===== src/rtl/spec_gate_pkg.sv =====
package spec_gate_pkg;
  // Outcome of the admission decision for the request in the current cycle
  typedef enum logic [1:0] {
    ADM_IDLE  = 2'd0,
    ADM_GRANT = 2'd1,
    ADM_HOLD  = 2'd2,
    ADM_DROP  = 2'd3
  } adm_e;
endpackage


===== src/rtl/spec_ckpt_window.sv =====
module spec_ckpt_window #(
  parameter int CKPT_W = 3
) (
  input  logic              clk,
  input  logic              rst_n,
  input  logic              resolve_valid,
  output logic [CKPT_W-1:0] oldest
);
  logic [CKPT_W-1:0] oldest_q;

  always_ff @(posedge clk) begin
    if (!rst_n) oldest_q <= '0;
    else if (resolve_valid) oldest_q <= oldest_q + 1'b1;
  end

  assign oldest = oldest_q;

  // the window moves by exactly one per resolve
  assert_window_step_R9: assert property (@(posedge clk) disable iff (!rst_n)
    resolve_valid |=> (oldest_q - $past(oldest_q)) == CKPT_W'(1));
endmodule


===== src/rtl/spec_admit.sv =====
module spec_admit
  import spec_gate_pkg::*;
#(
  parameter int CKPT_W = 3
) (
  input  logic              req_valid,
  input  logic              req_spec,
  input  logic              req_lr,
  input  logic              victim_valid,
  input  logic              coh_needed,
  input  logic              line_dirty,
  input  logic [CKPT_W-1:0] req_ckpt,
  input  logic              squash_valid,
  input  logic [CKPT_W-1:0] squash_ckpt,
  input  logic [CKPT_W-1:0] oldest,
  output adm_e              decision
);
  logic [CKPT_W-1:0] req_age;
  logic [CKPT_W-1:0] sq_age;
  logic              hazard;
  logic              doomed;

  always_comb begin
    req_age  = req_ckpt - oldest;
    sq_age   = squash_ckpt - oldest;
    hazard   = victim_valid | coh_needed | line_dirty | req_lr;
    doomed   = req_spec & squash_valid & (req_age >= sq_age);
    if (!req_valid)                decision = ADM_IDLE;
    else if (doomed)               decision = ADM_DROP;
    else if (req_spec && hazard)   decision = ADM_HOLD;
    else                           decision = ADM_GRANT;
  end
endmodule


===== src/rtl/spec_line_table.sv =====
module spec_line_table #(
  parameter int NUM_LINES = 8,
  parameter int CKPT_W    = 3,
  localparam int IDX_W    = $clog2(NUM_LINES)
) (
  input  logic                 clk,
  input  logic                 rst_n,
  input  logic                 wr_en,
  input  logic [IDX_W-1:0]     wr_line,
  input  logic                 wr_spec,
  input  logic [CKPT_W-1:0]    wr_ckpt,
  input  logic                 snoop_valid,
  input  logic [IDX_W-1:0]     snoop_line,
  input  logic                 resolve_valid,
  input  logic                 squash_valid,
  input  logic [CKPT_W-1:0]    squash_ckpt,
  input  logic [CKPT_W-1:0]    oldest,
  output logic                 retry_valid,
  output logic [IDX_W-1:0]     retry_line,
  output logic [NUM_LINES-1:0] valid_map,
  output logic [NUM_LINES-1:0] spec_map
);
  logic [CKPT_W-1:0] sq_age;
  assign sq_age = squash_ckpt - oldest;

  for (genvar i = 0; i < NUM_LINES; i++) begin : g_line
    logic              v_q;
    logic              s_q;
    logic [CKPT_W-1:0] t_q;
    logic [CKPT_W-1:0] age;
    logic              wr_hit;
    logic              snoop_hit;
    logic              sq_hit;
    logic              res_hit;

    assign age       = t_q - oldest;
    assign wr_hit    = wr_en && (wr_line == IDX_W'(i));
    assign snoop_hit = snoop_valid && (snoop_line == IDX_W'(i)) && v_q && s_q;
    assign sq_hit    = squash_valid && s_q && (age >= sq_age);
    assign res_hit   = resolve_valid && s_q && (t_q == oldest);

    always_ff @(posedge clk) begin
      if (!rst_n) begin
        v_q <= 1'b0;
        s_q <= 1'b0;
        t_q <= '0;
      end else begin
        if (res_hit) s_q <= 1'b0;
        if (snoop_hit || sq_hit) begin
          v_q <= 1'b0;
          s_q <= 1'b0;
        end
        if (wr_hit) begin
          v_q <= 1'b1;
          s_q <= wr_spec;
          t_q <= wr_ckpt;
        end
      end
    end

    assign valid_map[i] = v_q;
    assign spec_map[i]  = s_q;

    // a squashed line is gone next cycle unless refilled
    assert_squash_drops_R8: assert property (@(posedge clk) disable iff (!rst_n)
      (sq_hit && !wr_hit) |=> !v_q && !s_q);
    // a speculative bit never stands on an invalid line
    assert_spec_implies_valid_R7: assert property (@(posedge clk) disable iff (!rst_n)
      s_q |-> v_q);
  end

  always_ff @(posedge clk) begin
    if (!rst_n) begin
      retry_valid <= 1'b0;
      retry_line  <= '0;
    end else begin
      retry_valid <= snoop_valid && valid_map[snoop_line] && spec_map[snoop_line];
      retry_line  <= snoop_line;
    end
  end
endmodule


===== src/rtl/spec_load_gate.sv =====
module spec_load_gate
  import spec_gate_pkg::*;
#(
  parameter int NUM_LINES = 8,
  parameter int CKPT_W    = 3,
  localparam int IDX_W    = $clog2(NUM_LINES)
) (
  input  logic                 clk,
  input  logic                 rst_n,
  input  logic                 req_valid,
  output logic                 req_ready,
  input  logic [IDX_W-1:0]     req_line,
  input  logic [CKPT_W-1:0]    req_ckpt,
  input  logic                 req_spec,
  input  logic                 req_lr,
  input  logic                 victim_valid,
  input  logic                 coh_needed,
  input  logic                 line_dirty,
  input  logic                 snoop_valid,
  input  logic [IDX_W-1:0]     snoop_line,
  input  logic                 resolve_valid,
  input  logic                 squash_valid,
  input  logic [CKPT_W-1:0]    squash_ckpt,
  output logic                 stall,
  output logic                 grant_valid,
  output logic [IDX_W-1:0]     grant_line,
  output logic                 retry_valid,
  output logic [IDX_W-1:0]     retry_line,
  output logic [NUM_LINES-1:0] valid_map,
  output logic [NUM_LINES-1:0] spec_map
);
  logic [CKPT_W-1:0] oldest;
  adm_e              decision;
  logic              wr_en;

  spec_ckpt_window #(.CKPT_W(CKPT_W)) u_window (
    .clk(clk), .rst_n(rst_n), .resolve_valid(resolve_valid), .oldest(oldest)
  );

  spec_admit #(.CKPT_W(CKPT_W)) u_admit (
    .req_valid(req_valid), .req_spec(req_spec), .req_lr(req_lr),
    .victim_valid(victim_valid), .coh_needed(coh_needed), .line_dirty(line_dirty),
    .req_ckpt(req_ckpt), .squash_valid(squash_valid), .squash_ckpt(squash_ckpt),
    .oldest(oldest), .decision(decision)
  );

  assign wr_en     = (decision == ADM_GRANT);
  assign req_ready = (decision == ADM_GRANT) || (decision == ADM_DROP);
  assign stall     = (decision == ADM_HOLD);

  spec_line_table #(.NUM_LINES(NUM_LINES), .CKPT_W(CKPT_W)) u_table (
    .clk(clk), .rst_n(rst_n),
    .wr_en(wr_en), .wr_line(req_line), .wr_spec(req_spec), .wr_ckpt(req_ckpt),
    .snoop_valid(snoop_valid), .snoop_line(snoop_line),
    .resolve_valid(resolve_valid), .squash_valid(squash_valid),
    .squash_ckpt(squash_ckpt), .oldest(oldest),
    .retry_valid(retry_valid), .retry_line(retry_line),
    .valid_map(valid_map), .spec_map(spec_map)
  );

  always_ff @(posedge clk) begin
    if (!rst_n) begin
      grant_valid <= 1'b0;
      grant_line  <= '0;
    end else begin
      grant_valid <= wr_en;
      grant_line  <= req_line;
    end
  end

  assert_no_evict_grant_R1: assert property (@(posedge clk) disable iff (!rst_n)
    (req_valid && req_spec && victim_valid) |=> !grant_valid);
  assert_no_coh_grant_R2: assert property (@(posedge clk) disable iff (!rst_n)
    (req_valid && req_spec && coh_needed) |=> !grant_valid);
  assert_no_dirty_grant_R3: assert property (@(posedge clk) disable iff (!rst_n)
    (req_valid && req_spec && line_dirty) |=> !grant_valid);
  assert_no_spec_lr_R4: assert property (@(posedge clk) disable iff (!rst_n)
    (req_valid && req_spec && req_lr) |=> !grant_valid);
  assert_stall_excl_R5: assert property (@(posedge clk) disable iff (!rst_n)
    !(stall && req_ready));
  assert_snoop_retry_R6: assert property (@(posedge clk) disable iff (!rst_n)
    (snoop_valid && valid_map[snoop_line] && spec_map[snoop_line])
      |=> retry_valid && retry_line == $past(snoop_line));
  assert_squash_cancel_R10: assert property (@(posedge clk) disable iff (!rst_n)
    (req_valid && req_spec && squash_valid &&
     (CKPT_W'(req_ckpt - oldest) >= CKPT_W'(squash_ckpt - oldest))) |=> !grant_valid);
endmodule


===== config.mk =====
export PLATFORM = sky130hd
export DESIGN_NAME = spec_load_gate
export DESIGN_NICKNAME = d
export VERILOG_FILES = /design/src/rtl/spec_gate_pkg.sv /design/src/rtl/spec_ckpt_window.sv /design/src/rtl/spec_admit.sv /design/src/rtl/spec_line_table.sv /design/src/rtl/spec_load_gate.sv
export SDC_FILE = /design/constraint.sdc
export NUM_CORES = 1
export LEC_CHECK = 0
export BUFFER_PORTS_ARGS = -buffer_cell sky130_fd_sc_hd__buf_2
export CAP_MARGIN = 30
export CORE_ASPECT_RATIO = 0.75
export CORE_MARGIN = 3
export CORE_UTILIZATION = 25
export DETAILED_ROUTE_END_ITERATION = 10
export GPL_TIMING_DRIVEN = 0
export HOLD_SLACK_MARGIN = 0.03
export SYNTH_ARGS = -nofsm -noshare
export SYNTH_HDL_FRONTEND = slang
export SYNTH_SLANG_ARGS = --single-unit

===== constraint.sdc =====
create_clock -name clk -period 3.62 [get_ports clk]
set_input_delay 0.543 -clock clk [delete_from_list [all_inputs] [get_ports clk]]
set_output_delay 0.543 -clock clk [all_outputs]
set_load 0.02 [all_outputs]

==> impl_results.md <==
* Post-synthesis async set-or-reset flop share at 0%
* Syn nets at 470
* H-tree Lvls at 2
* Cell area after synthesis at 0.003542 mm^2
* Mean Syn Cell Area at 8.724 um^2
* RSZ-0062 raised after global routing: true
* Worst Tran Pin Value at 837.0 ps
* Max-slew headroom at 43.80%
* Worst VDD drop at 0.0001717 V
* Remaining global-route overflow at 0
* Critical path launch point type: primary input
* Final setup vio count at 0
* Yosys top cell area share at 28.82%
* DR WL/cell at 16.08 um
* Final Cycle Share at 99.16%
* Setup Skew at 5.207 ps
* Crit-path slowest cell: fa_1
* Drt first pass iters at 4
* Seq/Total Area, Yosys at 28.82%
* Crit Path Class: primary input to output port
* Synth-to-Final Area Change at 21.72%
* Max FO, Critical Path at 7
* DR vias at 3,159
* Pre-CTS setup slack at -406.9 ps
* Slew Viols, Final at 0
* Final cell count without fillers at 647
* Initial antenna violation count at 1
* Clock latency at the later pin of the worst-skew pair at 290 ps
* Placed Instance Area at 0.004009 mm^2
* Clk pin slew, worst setup/hold paths at 70 ps
* DRC Markers at 0
* Placed cells at 626
* Clock root buffer: clkbuf_16
* Routed WL at 10.40 mm
* EDFF count, synth at 0
* CP Cell Sequence: buf_6 -> inv_1 -> ha_1 -> inv_1 -> fa_1 -> clkinvlp_4 -> ha_4 -> or3b_1 -> o22ai_2 -> nand2_1 -> a21o_1 -> a21oi_2 -> and2_1 -> buf_6
* Top post-synthesis cells by area: dfxtp_1 29%, ha_1 11%, fa_1 5.7%, mux2i_1 4.5%, nand3_1 4.4%
* Leakage at 1.835 nW
* Sink Count at 51
* Net Sw Power at 0.0005103 W
* CTS tree: built
* Finished Cell Area at 0.004312 mm^2
* Most frequent cells in the layout: 49 x dfxtp_1, 45 x buf_2, 38 x nand2_1
* Post-layout util at 31.25%
* I/O pins at 49
* Iter 0 DRT Violations at 294
* WP data required at 3080 ps
* HPWL after detailed placement at 7.903 mm
* Cells on worst reg2reg path at 15
* Post-Syn Instances at 406
* Switching Fraction at 32.14%
* Die area at 0.01565 mm^2
* First-pass GRT wire length at 16.66 mm
* Starting Density at 25.68%
* Die span in x at 143.4 um
* Bufs on Longest Clock Path at 2
* Post-layout min period at 3589 ps
* Cell Int Power at 0.001078 W
* Sum Neg Setup Slack at 0 ps
* Die H at 109.1 um
* Hold Path Class: flip-flop to flip-flop
* Seq pwr share at 37.4%
* Commonest non-fill, non-tap cell in the layout: dfxtp_1
* Cell taking the most area after synthesis: dfxtp_1
* Max-cap viol count at 0
* GR Util met1 at 18.88%
* Core area at 0.01380 mm^2
* Site Rows at 37
* ANT nets after route at 0
* Vias in the first global route at 3,142
* Post-synth top flop: dfxtp_1
* Synth warn at 0
* Met3 Usage GRT at 3.244%
* Input/output buffers at 44
* Synthesized flop and latch total at 51
* Worst stage delay on the critical path at 520 ps
* Clock power share at 30.1%
* Final Wtd Congestion at 0.9190
* Cts hold-fix bufs at 0
* Final Hold Fails at 0
* Overall routing resource usage at 13.70%
* Logic pwr share at 32.5%
* Num CTS Buffers at 5
* Met2 Usage GRT at 21.95%
* Layout cell share with drive strength beyond 1 at 22.51%
* Layout Nets at 535
* Layer with the highest usage: met2
* Worst endpoint data arrival time at 3050 ps
* Via density at 4.883
* Hold Crit Depth at 2
* Pin count of the biggest net entering global routing at 15
* Fmax at 0.2786 GHz
* Status: finished, final reports clean
* Count of cell types in the netlist at 48
* Critical path capture point type: output port
* PwrDens at 368.3 mW/mm^2
* Final setup margin at 30.53 ps
* Fill count at 1,467
registers in the layout, indices dropped and copies added, names as in the netlist:
name,cells
u_table.retry_line,3
grant_line,3
u_table.g_line.v_q,8
u_window.oldest,3
u_table.g_line.t_q,24
u_table.g_line.s_q,8
grant_valid,1
u_table.retry_valid,1
synth_stat cells (all sizes together) (8+ instances only):
| library cell | instances |
|---|---|
| clkbuf | 13 |
| xnor2 | 15 |
| o22ai | 8 |
| xor2 | 11 |
| and3 | 9 |
| nor2 | 17 |
| ha | 31 |
| o21ai | 25 |
| dfxtp | 51 |
| a21oi | 10 |
| inv | 30 |
| mux2i | 16 |
| nand2 | 38 |
| and2 | 8 |
| nand3 | 31 |
| fa | 10 |
| nand4 | 11 |
| buf | 21 |
cell type report:
class                           instances  area [um^2]  area share (%)
Antenna cell                            1        2.502         0.05804
Clock buffer                            6        138.9           3.221
Multi-Input combinational cell        290         2236           51.86
Sequential cell                        51         1028           23.85
Inverter                               31        123.9           2.873
Buffer                                 33        201.4           4.672
Tap cell                              175        219.0           5.078
Timing Repair Buffer                   59        356.6           8.270
Clock inverter                          1        5.005          0.1161
final timing paths:
check | startpoint | end | slack, ps
worst max register to register | u_window.oldest[1] | u_table.g_line[4].t_q[0] | 160
worst min register to register | u_table.g_line[6].t_q[2] | u_table.g_line[6].t_q[2] | 470
worst min-delay path | u_table.g_line[6].t_q[2] | u_table.g_line[6].t_q[2] | 470
worst max-delay path | squash_ckpt[0] | stall | 30
kinds of logic after synthesis:
logic type	synth area share, %
xor+xnor	7.736
mux	6.217
flops	28.82
compound gates	11.73
buf+inv	8.831
fa+ha+maj	17.17
simple gates	19.50
critical path, delay by kind of cell:
| kind | cells | cell delay (ps) |
|---|---|---|
| AO/OA/AOI/OAI | 3 | 560 |
| adder cells (fa/ha/maj) | 3 | 840 |
| buffers and inverters | 5 | 480 |
| AND/OR/NAND/NOR | 3 | 620 |
per-layer routing:
layer,share of wire [%],up-vias
met1,43,1531
li1,-,1524
met2,46,90
met5,0,-
met3,9.5,14
met4,0.88,0
stage by stage:
step | power (W) | hold WS, ps
6_report | 0.001588 | 474.9
5_1_grt | 0.001690 | 508.2
4_1_cts | 0.001575 | 479.5
3_5_place_dp | 0.001057 | 468.4
3_3_place_gp | 0.001034 | 456.1
2_1_floorplan | 0.0009218 | 443.9
power groups by stage:
stage | sequential (W) | combinational [W] | clock [W]
floorplan | 0.000610 | 0.000312 | 0
global placement | 0.000611 | 0.000423 | 0
CTS | 0.000595 | 0.000493 | 0.000487
global route | 0.000597 | 0.000581 | 0.000512
finish | 0.000594 | 0.000515 | 0.000478
detailed placement | 0.000611 | 0.000446 | 0
timing repair:
| item | CTS | global route |
|---|---|---|
| setup endpoints to repair | 33 | 23 |
| resized for setup | 11 | 7 |
| pin swaps | 5 | 3 |
| hold endpoints to repair | 0 | 0 |
| setup buffers | 8 | 6 |
(Power assumes the default switching activity.)
